[src/rtl/lut3_pkg.sv]
package lut3_pkg;

    typedef enum logic {
        OPM_FULL   = 1'b0,
        OPM_PACKED = 1'b1
    } op_mode_e;

    typedef struct packed {
        logic neg;
        logic pos;
        logic zero;
    } sign_flags_t;

    // entry selected by {c,b,a}, entry 0 at bit 0
    function automatic logic table_pick(input logic [7:0] tbl, input logic a,
                                        input logic b, input logic c);
        return tbl[{c, b, a}];
    endfunction

endpackage

[src/rtl/lut3_bitwise.sv]
module lut3_bitwise #(
    parameter int WIDTH = 64
) (
    input  logic [7:0]       tbl,
    input  logic [WIDTH-1:0] in_a,
    input  logic [WIDTH-1:0] in_b,
    input  logic [WIDTH-1:0] in_c,
    output logic [WIDTH-1:0] out_y
);
    import lut3_pkg::*;

    for (genvar i = 0; i < WIDTH; i++) begin : g_bit
        assign out_y[i] = table_pick(tbl, in_a[i], in_b[i], in_c[i]);
    end

endmodule

[src/rtl/lut3_packed_lane.sv]
module lut3_packed_lane #(
    parameter int XLEN      = 64,
    parameter int IDX_W     = 4,
    parameter int NARROW    = 8,
    parameter int WIDE      = 16
) (
    input  logic             wide_sel,
    input  logic [7:0]       tbl,
    input  logic [XLEN-1:0]  src,
    input  logic [XLEN-1:0]  old_dst,
    input  logic [IDX_W-1:0] idx_a,
    input  logic [IDX_W-1:0] idx_b,
    input  logic [IDX_W-1:0] idx_c,
    input  logic [IDX_W-1:0] idx_d,
    output logic [XLEN-1:0]  merged
);
    localparam int OFF_W = $clog2(XLEN + 1) + IDX_W + $clog2(WIDE) + 1;
    localparam logic [OFF_W-1:0] OFF_MAX = OFF_W'(XLEN);
    localparam logic [WIDE-1:0] MASK_N = WIDE'((1 << NARROW) - 1);
    localparam logic [WIDE-1:0] MASK_W = '1;

    logic [OFF_W-1:0] chunk;
    logic [WIDE-1:0]  lane_mask;
    logic [OFF_W-1:0] off_a, off_b, off_c, off_d;
    logic [WIDE-1:0]  lane_a, lane_b, lane_c, lane_y;
    logic [XLEN-1:0]  wr_mask, wr_data;

    function automatic logic [OFF_W-1:0] clamp_off(input logic [IDX_W-1:0] idx,
                                                   input logic [OFF_W-1:0] w);
        logic [OFF_W-1:0] raw;
        raw = OFF_W'(idx) * w;
        return (raw > OFF_MAX) ? OFF_MAX : raw;
    endfunction

    always_comb begin
        chunk     = wide_sel ? OFF_W'(WIDE) : OFF_W'(NARROW);
        lane_mask = wide_sel ? MASK_W : MASK_N;
        off_a     = clamp_off(idx_a, chunk);
        off_b     = clamp_off(idx_b, chunk);
        off_c     = clamp_off(idx_c, chunk);
        off_d     = clamp_off(idx_d, chunk);
        // shifting by the clamped offset fills with zeros past the top bit
        lane_a    = WIDE'(src >> off_a);
        lane_b    = WIDE'(src >> off_b);
        lane_c    = WIDE'(src >> off_c);
    end

    lut3_bitwise #(.WIDTH(WIDE)) u_lane_lut (
        .tbl   (tbl),
        .in_a  (lane_a),
        .in_b  (lane_b),
        .in_c  (lane_c),
        .out_y (lane_y)
    );

    always_comb begin
        wr_mask = XLEN'(lane_mask) << off_d;
        wr_data = XLEN'(lane_y & lane_mask) << off_d;
        merged  = (old_dst & ~wr_mask) | (wr_data & wr_mask);
    end

endmodule

[src/rtl/lut3_flag_gen.sv]
module lut3_flag_gen #(
    parameter int XLEN = 64
) (
    input  logic                  enable,
    input  logic [XLEN-1:0]       value,
    output lut3_pkg::sign_flags_t fl
);
    logic is_zero;

    always_comb begin
        is_zero = (value == '0);
        fl.neg  = enable & value[XLEN-1];
        fl.zero = enable & is_zero;
        fl.pos  = enable & ~value[XLEN-1] & ~is_zero;
    end

endmodule

[src/rtl/lut3_unit.sv]
module lut3_unit #(
    parameter int XLEN  = 64,
    parameter int IDX_W = 4
) (
    input  logic             clk,
    input  logic             rst_n,
    input  logic             in_valid,
    input  logic             mode_packed,
    input  logic             wide_chunk,
    input  logic             rec_en,
    input  logic [7:0]       table_imm,
    input  logic [XLEN-1:0]  op_a,
    input  logic [XLEN-1:0]  op_b,
    input  logic [XLEN-1:0]  op_d,
    input  logic [IDX_W-1:0] idx_a,
    input  logic [IDX_W-1:0] idx_b,
    input  logic [IDX_W-1:0] idx_c,
    input  logic [IDX_W-1:0] idx_d,
    output logic             out_valid,
    output logic [XLEN-1:0]  result,
    output logic [2:0]       flags
);
    import lut3_pkg::*;

    op_mode_e         mode;
    logic [XLEN-1:0]  full_y, packed_y, next_y;
    sign_flags_t      next_fl;

    assign mode = op_mode_e'(mode_packed);

    lut3_bitwise #(.WIDTH(XLEN)) u_full (
        .tbl   (table_imm),
        .in_a  (op_b),
        .in_b  (op_a),
        .in_c  (op_d),
        .out_y (full_y)
    );

    lut3_packed_lane #(.XLEN(XLEN), .IDX_W(IDX_W), .NARROW(8), .WIDE(16)) u_packed (
        .wide_sel (wide_chunk),
        .tbl      (op_b[7:0]),
        .src      (op_a),
        .old_dst  (op_d),
        .idx_a    (idx_a),
        .idx_b    (idx_b),
        .idx_c    (idx_c),
        .idx_d    (idx_d),
        .merged   (packed_y)
    );

    always_comb begin
        unique case (mode)
            OPM_FULL:   next_y = full_y;
            OPM_PACKED: next_y = packed_y;
            default:    next_y = full_y;
        endcase
    end

    lut3_flag_gen #(.XLEN(XLEN)) u_flags (
        .enable (rec_en),
        .value  (next_y),
        .fl     (next_fl)
    );

    always_ff @(posedge clk) begin
        if (!rst_n) begin
            out_valid <= 1'b0;
            result    <= '0;
            flags     <= '0;
        end else begin
            out_valid <= in_valid;
            if (in_valid) begin
                result <= next_y;
                flags  <= next_fl;
            end
        end
    end

endmodule

[config.mk]
export PLATFORM = sky130hd
export DESIGN_NAME = lut3_unit
export DESIGN_NICKNAME = d
export VERILOG_FILES = /design/src/rtl/lut3_pkg.sv /design/src/rtl/lut3_bitwise.sv /design/src/rtl/lut3_packed_lane.sv /design/src/rtl/lut3_flag_gen.sv /design/src/rtl/lut3_unit.sv
export SDC_FILE = /design/constraint.sdc
export NUM_CORES = 1
export LEC_CHECK = 0
export BUFFER_PORTS_ARGS = -buffer_cell sky130_fd_sc_hd__buf_2
export CORE_MARGIN = 2
export CORE_UTILIZATION = 45
export CTS_CLUSTER_DIAMETER = 30
export CTS_CLUSTER_SIZE = 25
export DETAILED_ROUTE_END_ITERATION = 16
export MAX_ROUTING_LAYER = met4
export PLACE_DENSITY_LB_ADDON = 0.1
export SLEW_MARGIN = 20
export SYNTH_ARGS = -nofsm -noshare
export SYNTH_HDL_FRONTEND = slang
export SYNTH_SLANG_ARGS = --single-unit
export TNS_END_PERCENT = 10
[constraint.sdc]
create_clock -name clk -period 8.9 [get_ports clk]
set_input_delay 2.67 -clock clk [delete_from_list [all_inputs] [get_ports clk]]
set_output_delay 2.67 -clock clk [all_outputs]
set_load 0.005 [all_outputs]
### After elaboration in Yosys (flattened, before gate mapping)

Cells that the tools add are included.

* order comparisons: 84
* bitwise operators: 12
* reduce and logical (&&, ||, !) cells: 1
* mux-type cells: 167
* multiply operators: 4
* shifts and indexed selects: 5

Operators with widths (count)
* 3-bit by 4-bit less-than comparator with 1-bit output, second input constant: 80
* 1-bit binary-select mux with 3-bit select: 80
* 64-bit by 16-bit >> shifter with 16-bit output: 3
* 64-bit bitwise AND: 2
* 64-bit one-hot mux with 2 select lines: 1
* 1-bit two-way mux: 80
* 16-bit two-way mux: 5
* 16-bit by 7-bit > comparator with 1-bit output, second input constant: 4
* 64-bit zero test: 1
* 4-bit by 16-bit multiplier with 16-bit output: 4
* 64-bit NOT: 1
* 64-bit OR: 1
* 16-bit by 16-bit left shift with 64-bit output: 1
* 64-bit by 16-bit left shift with 64-bit output: 1
* 16-bit bitwise AND: 1
* 5-bit two-way mux: 1
* 1-bit bitwise AND: 4
* 1-bit NOT: 3

* flip-flop bits (word level): 68
* output and inout port bits: 68
* logic and storage cells: 276
* input port bits: 222

### Longest topological paths before layout

Gate-level depths: netlist (run 1).

* depth in word-level cells: 15
* depth in mapped cells: 25
* depth with buffers taken out: 16

### By module

Synthesis (run 1) repeated with hierarchy kept, for this count alone.

* cell total of the unflattened synthesis: 1330
* area, all modules: 13774.5 um^2

By module, submodules not included
* lut3_packed_lane: instances 1, area each 4659.5 um^2, cells each 709, sequential area each 0.0 um^2
* lut3_bitwise (u_full): instances 1, area each 4356.7 um^2, cells each 246, sequential area each 0.0 um^2
* lut3_unit: instances 1, area each 3524.6 um^2, cells each 295, sequential area each 1361.3 um^2
* lut3_bitwise (u_packed.u_lane_lut): instances 1, area each 1051.0 um^2, cells each 56, sequential area each 0.0 um^2
* lut3_flag_gen: instances 1, area each 182.7 um^2, cells each 24, sequential area each 0.0 um^2

### Worst setup path before layout (run 1)

Ideal clock, no wire load.

* kind: input-to-reg
* from: input port wide_chunk
* to: register flags[0]
* data required time: 8.840 ns
* data arrival time: 7.851 ns
* path buffers: 7
* stages on the path: 23
* slack: 0.990 ns
* setup time: 0.060 ns
* path through: buf_6 > buf_6 > buf_2 > buf_2 > buf_2 > buf_1 > clkbuf_1 > and2_1 > ha_1 > ha_1 > ha_1 > or3_1 > nor2_1 > nand2_1 > a221oi_1 > a31oi_1 > a22oi_1 > mux2_4 > a221oi_2 > a2bb2o_4 > nor4b_2 > and4_1 > a41o_1

* cells in the longest elaborated chain, start to end: 14
* elaborated cells on any way between the ends: 59
* those cells by class: 4 x mul; 4 x order compare; 5 x shift; 39 x mux; 6 x bitwise; 1 x reduce/logical

RTL lines
* start, declared: line lut3_unit.sv:9 `input logic wide_chunk,`
* 5-bit two-way mux: line lut3_packed_lane.sv:36 `chunk = wide_sel ? OFF_W'(WIDE) : OFF_W'(NARROW);`
* 4-bit by 16-bit multiplier with 16-bit output: line lut3_packed_lane.sv:31 `raw = OFF_W'(idx) * w;`
* 16-bit by 7-bit > comparator with 1-bit output: line lut3_packed_lane.sv:32 `return (raw > OFF_MAX) ? OFF_MAX : raw;`
* 16-bit two-way mux: line lut3_packed_lane.sv:32
* 64-bit by 16-bit >> shifter with 16-bit output, on equally long branches: line lut3_packed_lane.sv:43, lut3_packed_lane.sv:44, lut3_packed_lane.sv:45
* 1-bit binary-select mux with 3-bit select: line lut3_pkg.sv:17 `return tbl[{c, b, a}];`
* 1-bit two-way mux (not written as such): line lut3_pkg.sv:17
* 16-bit bitwise AND: line lut3_packed_lane.sv:58 `wr_data = XLEN'(lane_y & lane_mask) << off_d;`
* 64-bit by 16-bit left shift with 64-bit output: line lut3_packed_lane.sv:58
* 64-bit bitwise AND: line lut3_packed_lane.sv:59 `merged = (old_dst & ~wr_mask) | (wr_data & wr_mask);`
* 64-bit OR *: line lut3_packed_lane.sv:59
* 64-bit one-hot mux with 2 select lines *: line lut3_unit.sv:52 `unique case (mode)`
* 64-bit zero test *: line lut3_flag_gen.sv:11 `is_zero = (value == '0);`
* 1-bit bitwise AND *: line lut3_flag_gen.sv:13 `fl.zero = enable & is_zero;`
* end signal, assigned: line lut3_unit.sv:74 `flags <= next_fl;`
* end, declared: line lut3_unit.sv:21 `output logic [2:0] flags`

Every way passes the cells marked *; elsewhere a longest branch is shown, timed or not. The select of a mux whose other input is x is not followed.
A chain may end at the register's enable or synchronous reset.

### Worst setup path after layout (run 1)

* from: input port wide_chunk
* to: register flags[1]

* cells in the longest elaborated chain, start to end: 15
* elaborated cells on any way between the ends: 62
* those cells by class: 4 x mul; 4 x order compare; 5 x shift; 39 x mux; 9 x bitwise; 1 x reduce/logical

RTL lines
* 5-bit two-way mux: line lut3_packed_lane.sv:36
* 4-bit by 16-bit multiplier with 16-bit output: line lut3_packed_lane.sv:31
* 16-bit by 7-bit > comparator with 1-bit output: line lut3_packed_lane.sv:32
* 16-bit two-way mux: line lut3_packed_lane.sv:32
* 64-bit by 16-bit >> shifter with 16-bit output, on equally long branches: line lut3_packed_lane.sv:43, lut3_packed_lane.sv:44, lut3_packed_lane.sv:45
* 1-bit binary-select mux with 3-bit select: line lut3_pkg.sv:17
* 1-bit two-way mux (not written as such): line lut3_pkg.sv:17
* 16-bit bitwise AND: line lut3_packed_lane.sv:58
* 64-bit by 16-bit left shift with 64-bit output: line lut3_packed_lane.sv:58
* 64-bit bitwise AND: line lut3_packed_lane.sv:59
* 64-bit OR *: line lut3_packed_lane.sv:59
* 64-bit one-hot mux with 2 select lines *: line lut3_unit.sv:52
* 64-bit zero test or 1-bit NOT (tied branches): line lut3_flag_gen.sv:11, lut3_flag_gen.sv:14
* 1-bit NOT or 1-bit bitwise AND (tied branches): line lut3_flag_gen.sv:14 `fl.pos = enable & ~value[XLEN-1] & ~is_zero;`
* 1-bit bitwise AND *: line lut3_flag_gen.sv:14

Marks and branches as above.

==> key figures, run 1 <==
Status
  • Outcome: completed

Critical path
  • CP max FO: 25
  • Setup slack, reg-to-reg: 8.08 ns
  • WP depth: 17
  • Required time of the critical path: 9.12 ns
  • Crit path max-delay family: compound AO/OA/AOI/OAI gates
  • Crit-path cells: buf_2 -> and2_1 -> ha_1 -> ha_1 -> ha_1 -> or3_1 -> nor2_1 -> o2111ai_1 -> mux2i_1 -> mux2i_1 -> mux2i_1 -> o221ai_1 -> o21ai_0 -> o2111ai_1 -> nor4b_2 -> o22a_1 -> o21ai_1
  • Critical path arrival: 8.02 ns
  • Crit. End Element: register
  • WS Path Type: primary input to register
  • Max incr delay on CP: 0.65 ns
  • R2R Path Start: result[63]
  • Critical path's slowest cell: mux2i_1
  • Critical path launch point type: primary input
  • RR Endpoint: result[63]
  • R2R cell count: 2
  • CP Buf/Inv Count: 1

Finish
  • Layout Nets: 2099
  • Share of layout cells above drive strength 1: roughly a third
  • Most frequent cells in the layout: buf_2 (289), nand2_1 (159), mux2i_1 (145), mux4_2 (143), nor2_1 (135)
  • Final instance area: 15900 um2
  • Syn-to-layout area delta: 12.0%
  • Commonest non-fill, non-tap cell in the layout: buf_2

Place
  • HPWL after DPL: between 50000 and 60000 um
  • GPL Wtd Cong: 1.07
  • DP Area: 15600 um2
  • Port buffer count: 289

Global routing
  • GRT overflow: 0
  • Initial antenna violation count: 1
  • Met2 Use GR: around 72%
  • First-pass GRT wire length: 113000 um
  • Largest net degree at the start of global routing: 93
  • Vias in the first global route: 15900
  • Gr busiest metal: met2
  • Global Route met1 Usage: around three fifths
  • Total track usage: 47.7%
  • GR Layer Usage met3: 10.5%

Clock network
  • # resized after CTS: 0
  • H-tree depth: 3
  • Hold-fix buffers, CTS: 0
  • Setup Buffers After CTS: 0
  • TritonCTS buffer count: 9
  • Clk slew on worst S/H paths: 0.06 ns
  • Clk sinks: 68
  • CTS tree: built
  • Longest Clk Path Bufs: 2
  • Root Driver: clkbuf_16
  • Worst-skew pair later-pin latency: ~0.33 ns

Worst hold path
  • Hold path cells: 2
  • Hold Path End: result[12]
  • Worst hold path startpoint: result[12]
  • Worst hold path type: register to register

Synthesis
  • Avg Cell Area, Syn: about 8.2 um2
  • Async SR Flop Fraction: 0%
  • Seq/Total Area, Yosys: under 10%
  • Synthesized flop and latch total: 68
  • Ys flop type: dfxtp_1
  • Synth Warn #: 0
  • Synth Cell Area: 14200 um2
  • EDFF count, synth: 0
  • Cells after Synth: 1721
  • Distinct cells, synth: 110

Floorplanning
  • Row count: 64
  • Chip Width: 181 um
  • Die Area: 32900 um2
  • Core Area: around 30000 um2
  • Initial core utilization: a little under half
  • I/O pin count: 290
  • Die height: 181 um

Timing
  • Hold Vio Cnt, Final: 0
  • Setup TNS: 0 ns
  • Min cycle time layout: 7.79 ns
  • Measured slew at the worst slew-check pin: 1.07 ns
  • Normalized max-slew margin: 28.2%
  • Fmax: 0.128 GHz
  • Worst Clk Skew: 0 ns
  • Setup Viol. Count Final: 0
  • Fin crit share: between 80 and 90%
  • Slew Limit Fails: 0
  • RSZ-0062 raised after global routing: no

Power and ir drop
  • Power Density: approximately 110 nW/um2
  • Pleak: around 6.4 nW
  • Peak VDD IR: 0.115 mV

Detailed routing
  • Via Count: 17200
  • Initial DRC Count: 2612
  • DRC: 0
  • Pre-antenna DRT Iters: 5
  • Wirelength per Cell: 34.6 um
  • Vias per cell: 7.58
  • Routed WL: just under 80000 um
  • Post-DRT Antenna Nets: 0

Job
  • Max Cap Viol: 0
through the flow:
| stage | std cells | util, % | setup slack, ns | hold WS (ns) | total power, W |
|---|---|---|---|---|---|
| after global routing | 2265 | 51.5 | 0.802 | 0.480 | 0.00185 |
| final | 2265 | 51.5 | 1.11 | 0.464 | 0.00179 |
| after detailed placement | 2248 | 50.5 | 0.834 | 0.454 | 0.00138 |
| after global placement | 2248 | 50.5 | 0.988 | 0.451 | 0.00137 |
| after CTS | 2264 | 51.4 | 1.16 | 0.465 | 0.00174 |
| after floorplan | 1729 | - | 0.990 | 0.457 | 0.000998 |
worst min-delay path: stages, from the launching register on:
cell     delay (ns)
dfxtp_1        0.31
nand2_1        0.06
a21oi_1        0.05
report_power, final:
group	total [W]	internal (W)	switching (W)
Combinational	0.00108	0.000399	0.000679
Clock	0.000367	0.000219	0.000149
Sequential	0.000344	0.000329	0.0000145
Yosys cell counts (7+ instances only):
cell type  count  area share [%]
o211ai_1      24             1.3
a31oi_1       33             1.5
o221ai_1      19             1.2
and2_1        21            0.93
mux2_2        43             3.4
a211oi_1      38             2.0
nor2_1       135             3.6
a22oi_1       13            0.69
or2_2          7            0.31
nor2b_1       28             1.2
nand2b_1      16            0.71
o22ai_1        9            0.40
buf_1         10            0.26
nor4_1        13            0.57
nand3_1       29             1.0
nand2_1      159             4.2
a311oi_1      11            0.68
mux2i_1      145              10
mux4_2       143              23
o21ai_0       92             3.2
nand4_1       12            0.53
o2111ai_1     13            0.80
o32ai_1        9            0.56
buf_6          7            0.56
and3_1        13            0.57
a32oi_1       15            0.93
nand3b_1       8            0.42
a221oi_1      13            0.80
o22a_1         9            0.56
nor3_1        39             1.4
a21oi_1      118             4.2
ha_1          14             1.2
inv_1         22            0.58
a211o_1       11            0.68
a21o_1         9            0.48
clkbuf_1     149             3.9
dfxtp_1       68             9.6
or3_1         12            0.53
buf_2         35             1.2
o31ai_1       14            0.74
worst max path at each step:
stage | from | to | slack (ns)
final | wide_chunk | flags[1] | 1.11
after global routing | wide_chunk | flags[1] | 0.80
after CTS | wide_chunk | flags[1] | 1.16
after detailed placement | wide_chunk | flags[1] | 0.83
after global placement | wide_chunk | flags[0] | 0.99
after floorplan | wide_chunk | flags[0] | 0.99
flip-flops by register name (all words and copies together) (netlist names):
signal     flops
flags          3
result        64
out_valid      1
metal layers:
metal  wire [um]  share of wire (%)
met5           0                  0
met4        6170                7.9
met3        9610                 12
met2       34300                 44
met1       28400                 36
cell families after synthesis:
group | after synthesis | share of synthesized area (%)
xor+xnor | 2 | 0.124
fa+ha+maj | 14 | 1.24
flops | 68 | 9.61
mux | 336 | 36.9
buf+inv | 230 | 6.84
compound gates | 530 | 26.0
simple gates | 540 | 19.3
other cells | 1 | 0.0265
cell type report:
class / count / area, um2
Sequential cell: 68 / 1360
Fill cell: 3038 / 15000
Timing Repair Buffer: 327 / 1730
Inverter: 26 / 97.6
Multi-Input combinational cell: 1431 / 11900
Clock inverter: 7 / 75.1
Tap cell: 396 / 495
Antenna cell: 1 / 2.50
Clock buffer: 9 / 225
Power figures use the tool's default switching activity.
==> run 2: changes to the inputs <==
--- a/config.mk
+++ b/config.mk
@@ -8,6 +8,7 @@
 export BUFFER_PORTS_ARGS = -buffer_cell sky130_fd_sc_hd__buf_2
 export CORE_MARGIN = 2
 export CORE_UTILIZATION = 45
+export CTS_BUF_LIST = sky130_fd_sc_hd__clkbuf_4
 export CTS_CLUSTER_DIAMETER = 30
 export CTS_CLUSTER_SIZE = 25
 export DETAILED_ROUTE_END_ITERATION = 16
==> run 2 against run 1 <==
  * Combinational power hardly changed
  * Wire length is 0.12% higher
  * Global-route usage is 0.093 points lower
==> key figures, run 2 (same netlist as run 1, synthesis figures left out) <==
Finish
  • Largest regs: result: 64 flops, flags: 3 flops, out_valid: 1 flops
  • Syn-to-layout area delta: 10.9%
  • Post-Layout Cell Count: 2267
  • Max FFs per register: 64
  • Register area: 1360 um2
  • Share of layout cells above drive strength 1: 31.4%
  • Final instance area: 15700 um2
  • Commonest non-fill, non-tap cell in the layout: buf_2
  • Layout Nets: 2099
  • # fillers: 3057
  • Most frequent cells in the layout: buf_2 (289), nand2_1 (159), mux2i_1 (145), mux4_2 (143), nor2_1 (135)
  • Top reg by flops: result
  • Multi-input logic area: roughly 12000 um2

Place
  • HPWL after DPL: 59500 um
  • Placed insts: 2248
  • Port buffer count: 289
  • DP Area: 15600 um2
  • GPL Wtd Cong: 1.07

Power and ir drop
  • Peak VDD IR: 0.0799 mV
  • Clock power frac: 13.5%
  • Power, Total: between 0.0015 and 0.002 W
  • Gate power share: 65.6%
  • Power Internal: 0.000815 W
  • Net Sw Frac: about half
  • Sequential share of power: 20.9%
  • Power Density: approximately 100 nW/um2
  • Pleak: between 6 and 7 nW
  • NetSw: around 0.00083 W

Global routing
  • Vias in the first global route: 15900
  • Largest net degree at the start of global routing: 93
  • First-pass GRT wire length: 112000 um
  • Initial antenna violation count: 3
  • Total track usage: 47.6%
  • GRT overflow: 0

Timing
  • Worst Clk Skew: 0 ns
  • Fin crit share: 87.4%
  • Normalized max-slew margin: 30.3%
  • Setup Viol. Count Final: 0
  • Fmax: 0.128 GHz
  • Setup TNS: 0 ns
  • RSZ-0062 raised after global routing: no
  • Slew Limit Fails: 0
  • Min cycle time layout: 7.78 ns
  • Hold Vio Cnt, Final: 0
  • Measured slew at the worst slew-check pin: 1.04 ns

Clock network
  • Worst-skew pair later-pin latency: 0.44 ns
  • Hold-fix buffers, CTS: 0
  • Longest Clk Path Bufs: 2
  • TritonCTS buffer count: 9
  • # resized after CTS: 0
  • Setup Buffers After CTS: 0
  • H-tree depth: 3
  • Root Driver: clkbuf_4
  • CTS tree: built
  • Clk sinks: between 60 and 70
  • Clk slew on worst S/H paths: 0.14 ns

Detailed routing
  • Initial DRC Count: roughly 2600
  • Post-DRT Antenna Nets: 0
  • Vias per cell: 7.57
  • DRC: 0
  • Pre-antenna DRT Iters: 6
  • Routed WL: a little under 80000 um
  • Wirelength per Cell: 34.6 um
  • Via Count: 17200

Critical path
  • Critical path launch point type: primary input
  • R2R Path Start: result[63]
  • Required time of the critical path: around 9.3 ns
  • Critical path arrival: 8.14 ns
  • Setup crit start: wide_chunk
  • WS Path Type: primary input to register
  • Crit. End Element: register
  • CP max FO: 25

Status
  • Outcome: completed

Floorplanning
  • Die height: 181 um
  • I/O pin count: a little under 300
  • Chip Width: 181 um
  • Initial core utilization: 46.0%
  • Die Area: 32900 um2
  • Row count: 64
  • Core Area: 30800 um2

Job
  • Max Cap Viol: 0

Worst hold path
  • Worst hold path type: register to register
  • Worst hold path startpoint: result[12]
[run 2: power by group through the flow]
stage | Combinational, W | Clock, W | Sequential, W
2_1_floorplan | 0.000649 | 0 | 0.000349
3_3_place_gp | 0.00102 | 0 | 0.000349
3_5_place_dp | 0.00103 | 0 | 0.000349
4_1_cts | 0.00103 | 0.000218 | 0.000343
5_1_grt | 0.00112 | 0.000232 | 0.000346
6_report | 0.00108 | 0.000222 | 0.000344
[run 2: path summary, 6_finish.rpt]
| path | endpoint | slack [ns] | cells past startpoint |
|---|---|---|---|
| worst max register to register | result[63] | 8.07 | 2 |
| worst max-delay path | flags[1] | 1.12 | 17 |
| worst min-delay path | result[12] | 0.47 | 2 |
| worst min register to register | result[12] | 0.47 | 2 |
[run 2: per-stage QoR]
stage	util, %	hold WS [ns]	worst slack, ns
5_1_grt	51.0	0.490	0.937
2_1_floorplan	-	0.457	0.990
6_report	51.0	0.471	1.12
3_5_place_dp	50.5	0.454	0.834
4_1_cts	50.9	0.475	1.29
3_3_place_gp	50.5	0.451	0.988
[run 2: area by class of cell]
| class | count | share of cell area (%) |
|---|---|---|
| Clock buffer | 9 | 0.430 |
| Sequential cell | 68 | 8.67 |
| Inverter | 26 | 0.621 |
| Tap cell | 396 | 3.15 |
| Multi-Input combinational cell | 1431 | 75.6 |
| Clock inverter | 7 | 0.478 |
| Timing Repair Buffer | 327 | 11.0 |
| Antenna cell | 3 | 0.0478 |
[run 2: worst max-delay path: stages]
cell	delay, ns
buf_2	0.51
and2_1	0.23
ha_1	0.24
ha_1	0.30
ha_1	0.31
or3_1	0.41
nor2_1	0.40
o2111ai_1	0.46
mux2i_1	0.30
mux2i_1	0.10
mux2i_1	0.65
o221ai_1	0.40
o21ai_0	0.39
o2111ai_1	0.20
nor4b_2	0.33
o22a_1	0.17
o21ai_1	0.06
[run 2: layer usage]
layer | GRT usage (%) | part of all wire [%] | vias up
met5 | - | 0 | -
met2 | 72.2 | 44 | 1503
li1 | - | - | 7062
met1 | 58.3 | 36 | 8221
met4 | 28.7 | 7.9 | 0
met3 | 10.3 | 12 | 378
